**config.mk**
```make
export PLATFORM = sky130hd
export DESIGN_NAME = lp_wake_seq
export DESIGN_NICKNAME = d
export VERILOG_FILES = /design/src/rtl/lp_wake_pkg.sv /design/src/rtl/lp_wake_counter.sv /design/src/rtl/lp_wake_target.sv /design/src/rtl/lp_wake_seq.sv
export SDC_FILE = /design/constraint.sdc
export NUM_CORES = 1
export LEC_CHECK = 0
export BUFFER_PORTS_ARGS = -buffer_cell sky130_fd_sc_hd__buf_2
export CAP_MARGIN = 20
export CORE_MARGIN = 3
export CORE_UTILIZATION = 50
export CTS_BUF_LIST = sky130_fd_sc_hd__clkbuf_4 sky130_fd_sc_hd__clkbuf_8
export DETAILED_ROUTE_END_ITERATION = 10
export PLACE_DENSITY_LB_ADDON = 0.2
export SLEW_MARGIN = 10
export SYNTH_ARGS = -nofsm -noshare
export SYNTH_HDL_FRONTEND = slang
export SYNTH_SLANG_ARGS = --single-unit
export TNS_END_PERCENT = 100
```
**constraint.sdc**
```tcl
create_clock -name clk -period 3.05 [get_ports clk]
set_input_delay 0.1525 -clock clk [delete_from_list [all_inputs] [get_ports clk]]
set_output_delay 0.1525 -clock clk [all_outputs]
set_load 0.005 [all_outputs]
```
**src/rtl/lp_wake_pkg.sv**
```systemverilog
// Shared codes and state type for the low-power wake sequencer.
// Assumes: 2-bit mode and clock-source encodings as listed below.
package lp_wake_pkg;
    typedef enum logic [1:0] {
        ST_LP   = 2'd0,
        ST_WAIT = 2'd1,
        ST_RUN  = 2'd2
    } seq_state_t;

    localparam logic [1:0] MODE_SLEEP    = 2'd0;
    localparam logic [1:0] MODE_PRI_IDLE = 2'd1;

    localparam logic [1:0] SRC_XTAL      = 2'd0;
    localparam logic [1:0] SRC_XTAL_PLL  = 2'd1;
    localparam logic [1:0] SRC_EXT       = 2'd2;
    localparam logic [1:0] SRC_INTOSC    = 2'd3;
endpackage

```
**src/rtl/lp_wake_counter.sv**
```systemverilog
// Saturating interval counter advanced by a reference tick.
// Assumes: clear has priority; done is high once the count reaches target
// (immediately when target is zero).
module lp_wake_counter #(
    parameter int W = 6
) (
    input  logic         clk,
    input  logic         rst_n,
    input  logic         clear,
    input  logic         run,
    input  logic         tick,
    input  logic [W-1:0] target,
    output logic         done
);
    logic [W-1:0] cnt_q;

    // Count ticks while running, stop at the target.
    always_ff @(posedge clk) begin
        if (!rst_n || clear) begin
            cnt_q <= '0;
        end else if (run && tick && (cnt_q < target)) begin
            cnt_q <= cnt_q + 1'b1;
        end
    end

    // Interval complete.
    always_comb done = (cnt_q >= target);
endmodule

```
**src/rtl/lp_wake_target.sv**
```systemverilog
// Picks the tick targets of the short and source-specific intervals.
// Assumes: primary-clock idle needs only the short interval.
module lp_wake_target #(
    parameter int W            = 6,
    parameter int SHORT_TICKS  = 4,
    parameter int OST_TICKS    = 10,
    parameter int PLL_TICKS    = 6,
    parameter int INTOSC_TICKS = 7
) (
    input  logic [1:0]   src,
    input  logic [1:0]   mode,
    output logic [W-1:0] short_tgt,
    output logic [W-1:0] long_tgt
);
    import lp_wake_pkg::*;

    // Short interval is fixed; the long one follows the clock type.
    always_comb begin
        short_tgt = W'(SHORT_TICKS);
        if (mode == MODE_PRI_IDLE) begin
            long_tgt = '0;
        end else begin
            case (src)
                SRC_XTAL:     long_tgt = W'(OST_TICKS);
                SRC_XTAL_PLL: long_tgt = W'(OST_TICKS + PLL_TICKS);
                SRC_INTOSC:   long_tgt = W'(INTOSC_TICKS);
                default:      long_tgt = '0;
            endcase
        end
    end
endmodule

```
**src/rtl/lp_wake_seq.sv**
```systemverilog
// Low-power wake sequencer top. Enters a low-power state on enter_lp and
// leaves it on a wake request. It times the short and source intervals in
// parallel, gates or falls back the core clock meanwhile, then switches
// to the primary clock and raises the matching ready flag.
// Assumes: single clock, synchronous active-low reset, inputs synchronous.
module lp_wake_seq #(
    parameter int SHORT_TICKS  = 4,
    parameter int OST_TICKS    = 10,
    parameter int PLL_TICKS    = 6,
    parameter int INTOSC_TICKS = 7
) (
    input  logic       clk,
    input  logic       rst_n,
    input  logic       tick,
    input  logic       wake_irq,
    input  logic       wake_rst,
    input  logic       enter_lp,
    input  logic [1:0] lp_mode,
    input  logic [1:0] clk_src,
    input  logic       two_speed_en,
    output logic       cpu_clk_en,
    output logic       per_clk_en,
    output logic       clk_sel_pri,
    output logic       clk_switch,
    output logic       osc_rdy,
    output logic       intosc_stable,
    output logic       seq_done
);
    import lp_wake_pkg::*;

    localparam int SUM_TICKS = SHORT_TICKS + OST_TICKS + PLL_TICKS + INTOSC_TICKS;
    localparam int CW        = $clog2(SUM_TICKS + 1);
    localparam int NCNT      = 2;

    seq_state_t   st_q;
    logic [1:0]   mode_q;
    logic [1:0]   src_q;
    logic         ts_q;
    logic [CW-1:0] tgt [NCNT];
    logic [NCNT-1:0] cnt_done;
    logic         start_wait;
    logic         fb_start;
    logic         fb_wait;
    logic         prim_ok;
    logic         all_done;
    logic         n_cpu;
    logic         n_sel;

    lp_wake_target #(
        .W(CW), .SHORT_TICKS(SHORT_TICKS), .OST_TICKS(OST_TICKS),
        .PLL_TICKS(PLL_TICKS), .INTOSC_TICKS(INTOSC_TICKS)
    ) u_tgt (
        .src(src_q), .mode(mode_q), .short_tgt(tgt[0]), .long_tgt(tgt[1])
    );

    // Index 0 is the short interval, index 1 the source interval.
    for (genvar gi = 0; gi < NCNT; gi++) begin : g_cnt
        lp_wake_counter #(.W(CW)) u_cnt (
            .clk(clk), .rst_n(rst_n), .clear(start_wait),
            .run(st_q == ST_WAIT), .tick(tick),
            .target(tgt[gi]), .done(cnt_done[gi])
        );
    end

    // Wake decode, fallback policy and next clock controls.
    always_comb begin
        start_wait = ((st_q == ST_LP) && (wake_irq || wake_rst)) ||
                     ((st_q == ST_WAIT) && wake_rst);
        fb_start   = (mode_q[1]) || ((mode_q == MODE_SLEEP) && two_speed_en);
        fb_wait    = (mode_q[1]) || ((mode_q == MODE_SLEEP) && ts_q);
        all_done   = &cnt_done;
        prim_ok    = ((src_q == SRC_INTOSC) && (mode_q != MODE_PRI_IDLE))
                     ? cnt_done[0] : all_done;
        n_sel      = prim_ok || (mode_q == MODE_PRI_IDLE);
        n_cpu      = prim_ok || fb_wait;
    end

    // Sequencer state and registered outputs.
    always_ff @(posedge clk) begin
        if (!rst_n) begin
            st_q          <= ST_LP;
            mode_q        <= MODE_SLEEP;
            src_q         <= SRC_XTAL;
            ts_q          <= 1'b0;
            cpu_clk_en    <= 1'b0;
            per_clk_en    <= 1'b0;
            clk_sel_pri   <= 1'b0;
            clk_switch    <= 1'b0;
            osc_rdy       <= 1'b0;
            intosc_stable <= 1'b0;
            seq_done      <= 1'b0;
        end else begin
            clk_switch <= 1'b0;
            if (start_wait) begin
                st_q          <= ST_WAIT;
                src_q         <= clk_src;
                ts_q          <= two_speed_en;
                cpu_clk_en    <= fb_start;
                per_clk_en    <= fb_start || (mode_q != MODE_SLEEP);
                clk_sel_pri   <= (mode_q == MODE_PRI_IDLE);
                osc_rdy       <= 1'b0;
                intosc_stable <= 1'b0;
                seq_done      <= 1'b0;
            end else if (st_q == ST_WAIT) begin
                cpu_clk_en  <= n_cpu;
                per_clk_en  <= n_cpu || (mode_q != MODE_SLEEP);
                clk_sel_pri <= n_sel;
                clk_switch  <= n_sel && !clk_sel_pri && cpu_clk_en;
                if (all_done) begin
                    st_q          <= ST_RUN;
                    seq_done      <= 1'b1;
                    osc_rdy       <= (src_q == SRC_XTAL) || (src_q == SRC_XTAL_PLL);
                    intosc_stable <= (src_q == SRC_INTOSC);
                end
            end else if ((st_q == ST_RUN) && enter_lp) begin
                st_q          <= ST_LP;
                mode_q        <= lp_mode;
                cpu_clk_en    <= 1'b0;
                per_clk_en    <= (lp_mode != MODE_SLEEP);
                clk_sel_pri   <= (lp_mode == MODE_PRI_IDLE);
                osc_rdy       <= 1'b0;
                intosc_stable <= 1'b0;
                seq_done      <= 1'b0;
            end
        end
    end
endmodule

```
# == After elaboration in Yosys (flattened, before gate mapping) ==
# Index checks and enable logic that the tools add are counted.
# classes
add_sub_neg,2
magnitude_cmp,4
reduce_logical,36
eq_ne,9
n_mux,22
n_bitwise,3
# op_table
cell,n
2-to-1 mux 1 bit,17
one-hot mux 5 bit (3 select lines),1
logical AND 1 bit,11
"adder 5 x 1 -> 5 bit, second input constant",2
logical OR 1 bit,10
"== test 2 x 1 -> 1 bit, second input constant",4
logical NOT 2 bit,3
2-to-1 mux 2 bit,3
AND reduction 2 bit,3
nonzero test 2 bit,3
">= comparator 5 x 3 -> 1 bit, second input constant",1
>= comparator 5 bit,1
"less-than comparator 5 x 3 -> 1 bit, second input constant",1
less-than comparator 5 bit,1
2-to-1 mux 5 bit,1
"== test 2 bit, second input constant",2
"!= test 3 x 2 -> 1 bit, second input constant",1
NOT 1 bit,3
AND reduction 3 bit,1
nonzero test 3 bit,1
OR reduction 3 bit,1
logical NOT 1 bit,2
"!= test 2 x 1 -> 1 bit, second input constant",1
"!= test 2 bit, second input constant",1
OR reduction 2 bit,1
# totals
inputBits,11
elab_cells,90
regBits,24
output_inout_bits,7

# == Depth between registers and ports, before layout ==
# logic_depth
depth_word,10
mapped_depth,9
depth_no_buf,9

# == Cells and area by module ==
# A second synthesis with hierarchy kept.
# unflattened
cells_unflattened,186
hier_area_um2,1587.8
# by_module_without_submodules
module,seq_area_each_um2,area_each_um2,n_inst,cells_per_inst
lp_wake_counter,100.1,387.9,2,46
lp_wake_seq,260.2,665.6,1,76
lp_wake_target,0.0,146.4,1,18

# == Worst setup path before layout ==
# Ideal clock, no wire load.
# synth_path
path_type,reg2reg
start,reg src_q[0]
end,reg clk_sel_pri
period_less_slack_ns,2.050
path_slack_ns,1.000
arrival_ns,1.915
path_stages_with_launch,10
cell_sequence,dfxtp_1 inv_1 ha_1 nand2b_1 ha_1 a21oi_1 o21ai_4 o31a_4 a21oi_2 a221oi_2
# synth_between
elab_chain_len,9
elab_cells_between_ends,12
cone_classes,order compare: 1; eq/ne: 2; mux: 5; reduce/logical: 4
# synth_rtl
element,line_no,rtl
from (decl),lp_wake_seq.sv:37,logic [1:0] src_q;
from (signal assigned),lp_wake_seq.sv:96,src_q <= clk_src;
== test 2 bit (tied with other cells),"lp_wake_target.sv:23, lp_wake_seq.sv:72",
one-hot mux 5 bit (3 select lines),lp_wake_target.sv:23,case (src)
2-to-1 mux 5 bit,lp_wake_target.sv:20,if (mode == MODE_PRI_IDLE) begin
>= comparator 5 bit,lp_wake_counter.sv:27,always_comb done = (cnt_q >= target);
AND reduction 2 bit,lp_wake_seq.sv:71,all_done = &cnt_done;
2-to-1 mux 1 bit *,lp_wake_seq.sv:73,? cnt_done[0] : all_done;
logical OR 1 bit *,lp_wake_seq.sv:74,n_sel = prim_ok || (mode_q == MODE_PRI_IDLE);
2-to-1 mux 1 bit *,lp_wake_seq.sv:104,end else if (st_q == ST_WAIT) begin
2-to-1 mux 1 bit *,lp_wake_seq.sv:94,if (start_wait) begin
to (signal assigned),lp_wake_seq.sv:100,clk_sel_pri <= (mode_q == MODE_PRI_IDLE);
to (signal assigned),lp_wake_seq.sv:107,clk_sel_pri <= n_sel;
to (signal assigned),lp_wake_seq.sv:120,clk_sel_pri <= (lp_mode == MODE_PRI_IDLE);
to (decl),lp_wake_seq.sv:23,"output logic clk_sel_pri,"
# Every way passes the cells marked *; elsewhere a longest branch is shown, timed or not.
# A chain may end at the register's enable or synchronous reset.

# == Worst setup path after layout ==
# layout_path
start,reg mode_q[1]
end,reg clk_switch
# layout_between
elab_chain_len,8
elab_cells_between_ends,10
cone_classes,order compare: 1; eq/ne: 2; mux: 2; reduce/logical: 5
# layout_rtl
element,line_no,rtl
from (decl),lp_wake_seq.sv:36,logic [1:0] mode_q;
from (signal assigned),lp_wake_seq.sv:117,mode_q <= lp_mode;
== test 2 x 1 -> 1 bit,"lp_wake_target.sv:20, lp_wake_seq.sv:74",
2-to-1 mux 5 bit,lp_wake_target.sv:20,
>= comparator 5 bit,lp_wake_counter.sv:27,
AND reduction 2 bit,lp_wake_seq.sv:71,
2-to-1 mux 1 bit,lp_wake_seq.sv:73,
logical OR 1 bit *,lp_wake_seq.sv:74,
logical AND 1 bit * (2 in series),lp_wake_seq.sv:108,clk_switch <= n_sel && !clk_sel_pri && cpu_clk_en;
to (signal assigned),lp_wake_seq.sv:108,
to (decl),lp_wake_seq.sv:24,"output logic clk_switch,"
# Marked as above.

==> impl_metrics.tcl <==
set metrics [dict create \
    synth_edf_count 0 \
    grt_max_degree 13 \
    syn-num-nets 171 \
    status "completed" \
    endpoint_kind "register" \
    die_h_um 57.36 \
    place_hpwl_mm 1.966 \
    viasPerCell 5.526 \
    finalCriticalPeriod_ns 2.237 \
    clock.fmax_mhz 447.0 \
    dr.pass1.iters 4 \
    die_width_um 57.36 \
    gp_congestion 0.8702 \
    num_antenna_cells 0 \
    worstMarginPinSlew_ns 0.5381 \
    layout-drive-gt1-share_pct 21.69 \
    p_int_w 0.0003984 \
    post_drt_wl_per_cell_um 12.79 \
    power_switching_w 0.0001375 \
    cp_data_required_time_ns 3.23 \
    combPwrFrac_pct 13.6 \
    ys_warn_count 0 \
    cts_tree "yes" \
    seq_area_frac_synth_pct 34.91 \
    setup_tns_ns 0 \
    start_kind "register" \
    grt_pass1_vias 1030 \
    critPathArrivalTime_ns 2.42 \
    num_rows 17 \
    dp_slack_ns 0.8288 \
    h-tree-depth 1 \
    syn_avg_cell_area_um2 8.971 \
    syn_inst 147 \
    via_count 1072 \
    path_clk_slew_ns 0.12 \
    rsz0062_at_grt "false" \
    grtUsageTotal_pct 15.68 \
    wirelength_mm 2.482 \
    path_max_fanout 7 \
    clock-root-buffer "clkbuf_4" \
    period_share_pct 73.35 \
    drtAntennaViolNets 0 \
    grt_pass1_wl_mm 4.133 \
    grt_antenna_before_repair 0 \
    postCtsSetupBuffers 0 \
    fin_ws_ns 0.8129 \
    coreArea_um2 2361 \
    post_cts_resize_count 0 \
    grt_overflow 0 \
    start_util_pct 55.86 \
    cts.sinks 23 \
    die-area_um2 3290 \
    synth_cell_types 39 \
    fin_nets 191 \
    swShare_pct 25.65 \
    drtIter0Drc 26 \
    dominantRegCellSynth "dfxtp_1" \
    power_density_nw_per_um2 367.3 \
    synth_area_um2 1319 \
    ir_worst_vdd_v 0.0002725 \
    finalSetupViolations 0 \
    cts_buffer_depth 2 \
    cts_hold_buf 0 \
    pwr-share-clk_pct 27.7 \
    cts_buffers 3 \
    io_buffers 17 \
    hold_class "input port to register" \
    maxCapViolCount 0 \
    ys_ff_latch 23 \
    drc 0 \
    worstSetupPathType "register to register" \
    power_frac_seq_pct 58.7 \
    fill_cells 224 \
    synthArstFlopShare_pct 0 \
    hold_viol 0 \
    io_pins 18 \
    leakagePower_nw 0.6429 \
    clk_latency_ns 0.31 \
    drv_slew 0 \
    syn_to_final_growth_pct 10.63 \
    maxSlewHeadroom_pct 64.05 \
    fin_skew_ns 0.002656 \
]
sequential cells by signal, summed over array words and instances, names as in the netlist:
signal,flops
src_q,2
st_q,1
intosc_stable,1
cpu_clk_en,1
clk_sel_pri,1
per_clk_en,1
ts_q,1
seq_done,1
mode_q,2
clk_switch,1
osc_rdy,1
g_cnt.u_cnt.cnt_q,10
cell usage after synthesis, types with 2 or more instances:
| library cell | count | area, µm² |
|---|---|---|
| a21oi_1 | 9 | 45.04 |
| a21oi_2 | 3 | 26.28 |
| and2_1 | 2 | 12.51 |
| and2b_1 | 3 | 22.52 |
| and3_1 | 3 | 18.77 |
| buf_2 | 2 | 10.01 |
| dfxtp_1 | 23 | 460.4 |
| ha_1 | 13 | 162.7 |
| inv_1 | 11 | 41.29 |
| mux2i_1 | 4 | 40.04 |
| nand2_1 | 15 | 56.30 |
| nand2b_1 | 4 | 25.02 |
| nand3_1 | 2 | 10.01 |
| nand3b_1 | 2 | 15.01 |
| nor2_1 | 14 | 52.55 |
| nor3_1 | 4 | 20.02 |
| nor3_2 | 3 | 30.03 |
| o21ai_0 | 5 | 25.02 |
| xnor2_1 | 5 | 43.79 |
worst max-delay path, stage by stage, from the launching register on:
cell and delay (ns):
dfxtp_1 0.44, nand2b_2 0.22, nand2_1 0.10, ha_1 0.33, a21oi_1 0.27, o21ai_4 0.13, o31a_4 0.38, a21oi_2 0.15
nor3_1 0.09
logic make-up (layout without fill, tap and decap cells):
logic type / count (synthesis) / after routing / share of synthesized area, %
XOR/XNOR: 5 / 5 / 3.321
buffers and inverters: 13 / 32 / 3.890
AND/OR/NAND/NOR: 59 / 59 / 24.29
flip-flops: 23 / 23 / 34.91
adder cells (fa/ha/maj): 13 / 13 / 12.33
multiplexers: 4 / 4 / 3.036
AO/OA/AOI/OAI: 30 / 30 / 18.22
layout make-up:
cell class | instances | area [µm²] | share of cell area [%]
Clock buffer | 4 | 30.03 | 2.058
Inverter | 11 | 41.29 | 2.830
Multi-Input combinational cell | 111 | 807.0 | 55.32
Sequential cell | 23 | 460.4 | 31.56
Tap cell | 28 | 35.03 | 2.401
Timing Repair Buffer | 17 | 85.08 | 5.832
layer usage:
layer,GRT usage [%],vias to the layer above,routed length (µm)
met2,26.94,21,1226
met1,18.13,501,1104
met4,5.629,0,38
met3,4.977,6,113
met5,0,-,0
li1,-,544,-
metrics by stage:
step | hold slack (ns) | total power (W) | instance area, µm² | util, % | std cells
finish | 0.07292 | 0.0005359 | 1459 | 61.79 | 194
CTS | 0.06550 | 0.0005414 | 1459 | 61.79 | 194
floorplan | 0.2885 | 0.0003722 | 1319 | - | 147
global route | 0.05581 | 0.0005586 | 1459 | 61.79 | 194
detailed placement | 0.4068 | 0.0003941 | 1429 | 60.52 | 190
global placement | 0.3942 | 0.0003924 | 1429 | 60.52 | 190
worst paths after layout:
kind / startpoint / end / slack [ns] / cells past startpoint
worst min-delay path: clk_src[1] / src_q[1]$_SDFFE_PN0P_ / 0.07 / 3
worst min register to register: osc_rdy$_SDFFE_PP0P_ / osc_rdy$_SDFFE_PP0P_ / 0.48 / 2
worst max-delay path: mode_q[1]$_SDFFE_PN0P_ / clk_switch$_SDFF_PP0_ / 0.81 / 8
worst max register to register: mode_q[1]$_SDFFE_PN0P_ / clk_switch$_SDFF_PP0_ / 0.81 / 8
layout by cell type (no fill, tap or decap), types with 2 or more instances in the layout:
| cell type | instances |
|---|---|
| inv_1 | 11 |
| mux2i_1 | 4 |
| and2b_1 | 3 |
| o21ai_0 | 5 |
| clkbuf_4 | 4 |
| nor3_2 | 3 |
| xnor2_1 | 5 |
| nand3_1 | 2 |
| and2_1 | 2 |
| ha_1 | 13 |
| nand2_1 | 15 |
| a21oi_2 | 3 |
| nor2_1 | 14 |
| buf_2 | 17 |
| nor3_1 | 4 |
| dfxtp_1 | 23 |
| nand2b_1 | 4 |
| nand3b_1 | 2 |
| and3_1 | 3 |
| a21oi_1 | 9 |
power by group through the flow:
stage	Combinational [W]	Clock [W]	Sequential (W)
floorplan	0.0000518	0	0.000320
global placement	0.0000713	0	0.000321
detailed placement	0.0000727	0	0.000321
CTS	0.0000732	0.000154	0.000315
global route	0.0000812	0.000161	0.000316
finish	0.0000730	0.000148	0.000315
(Power assumes the default switching activity.)
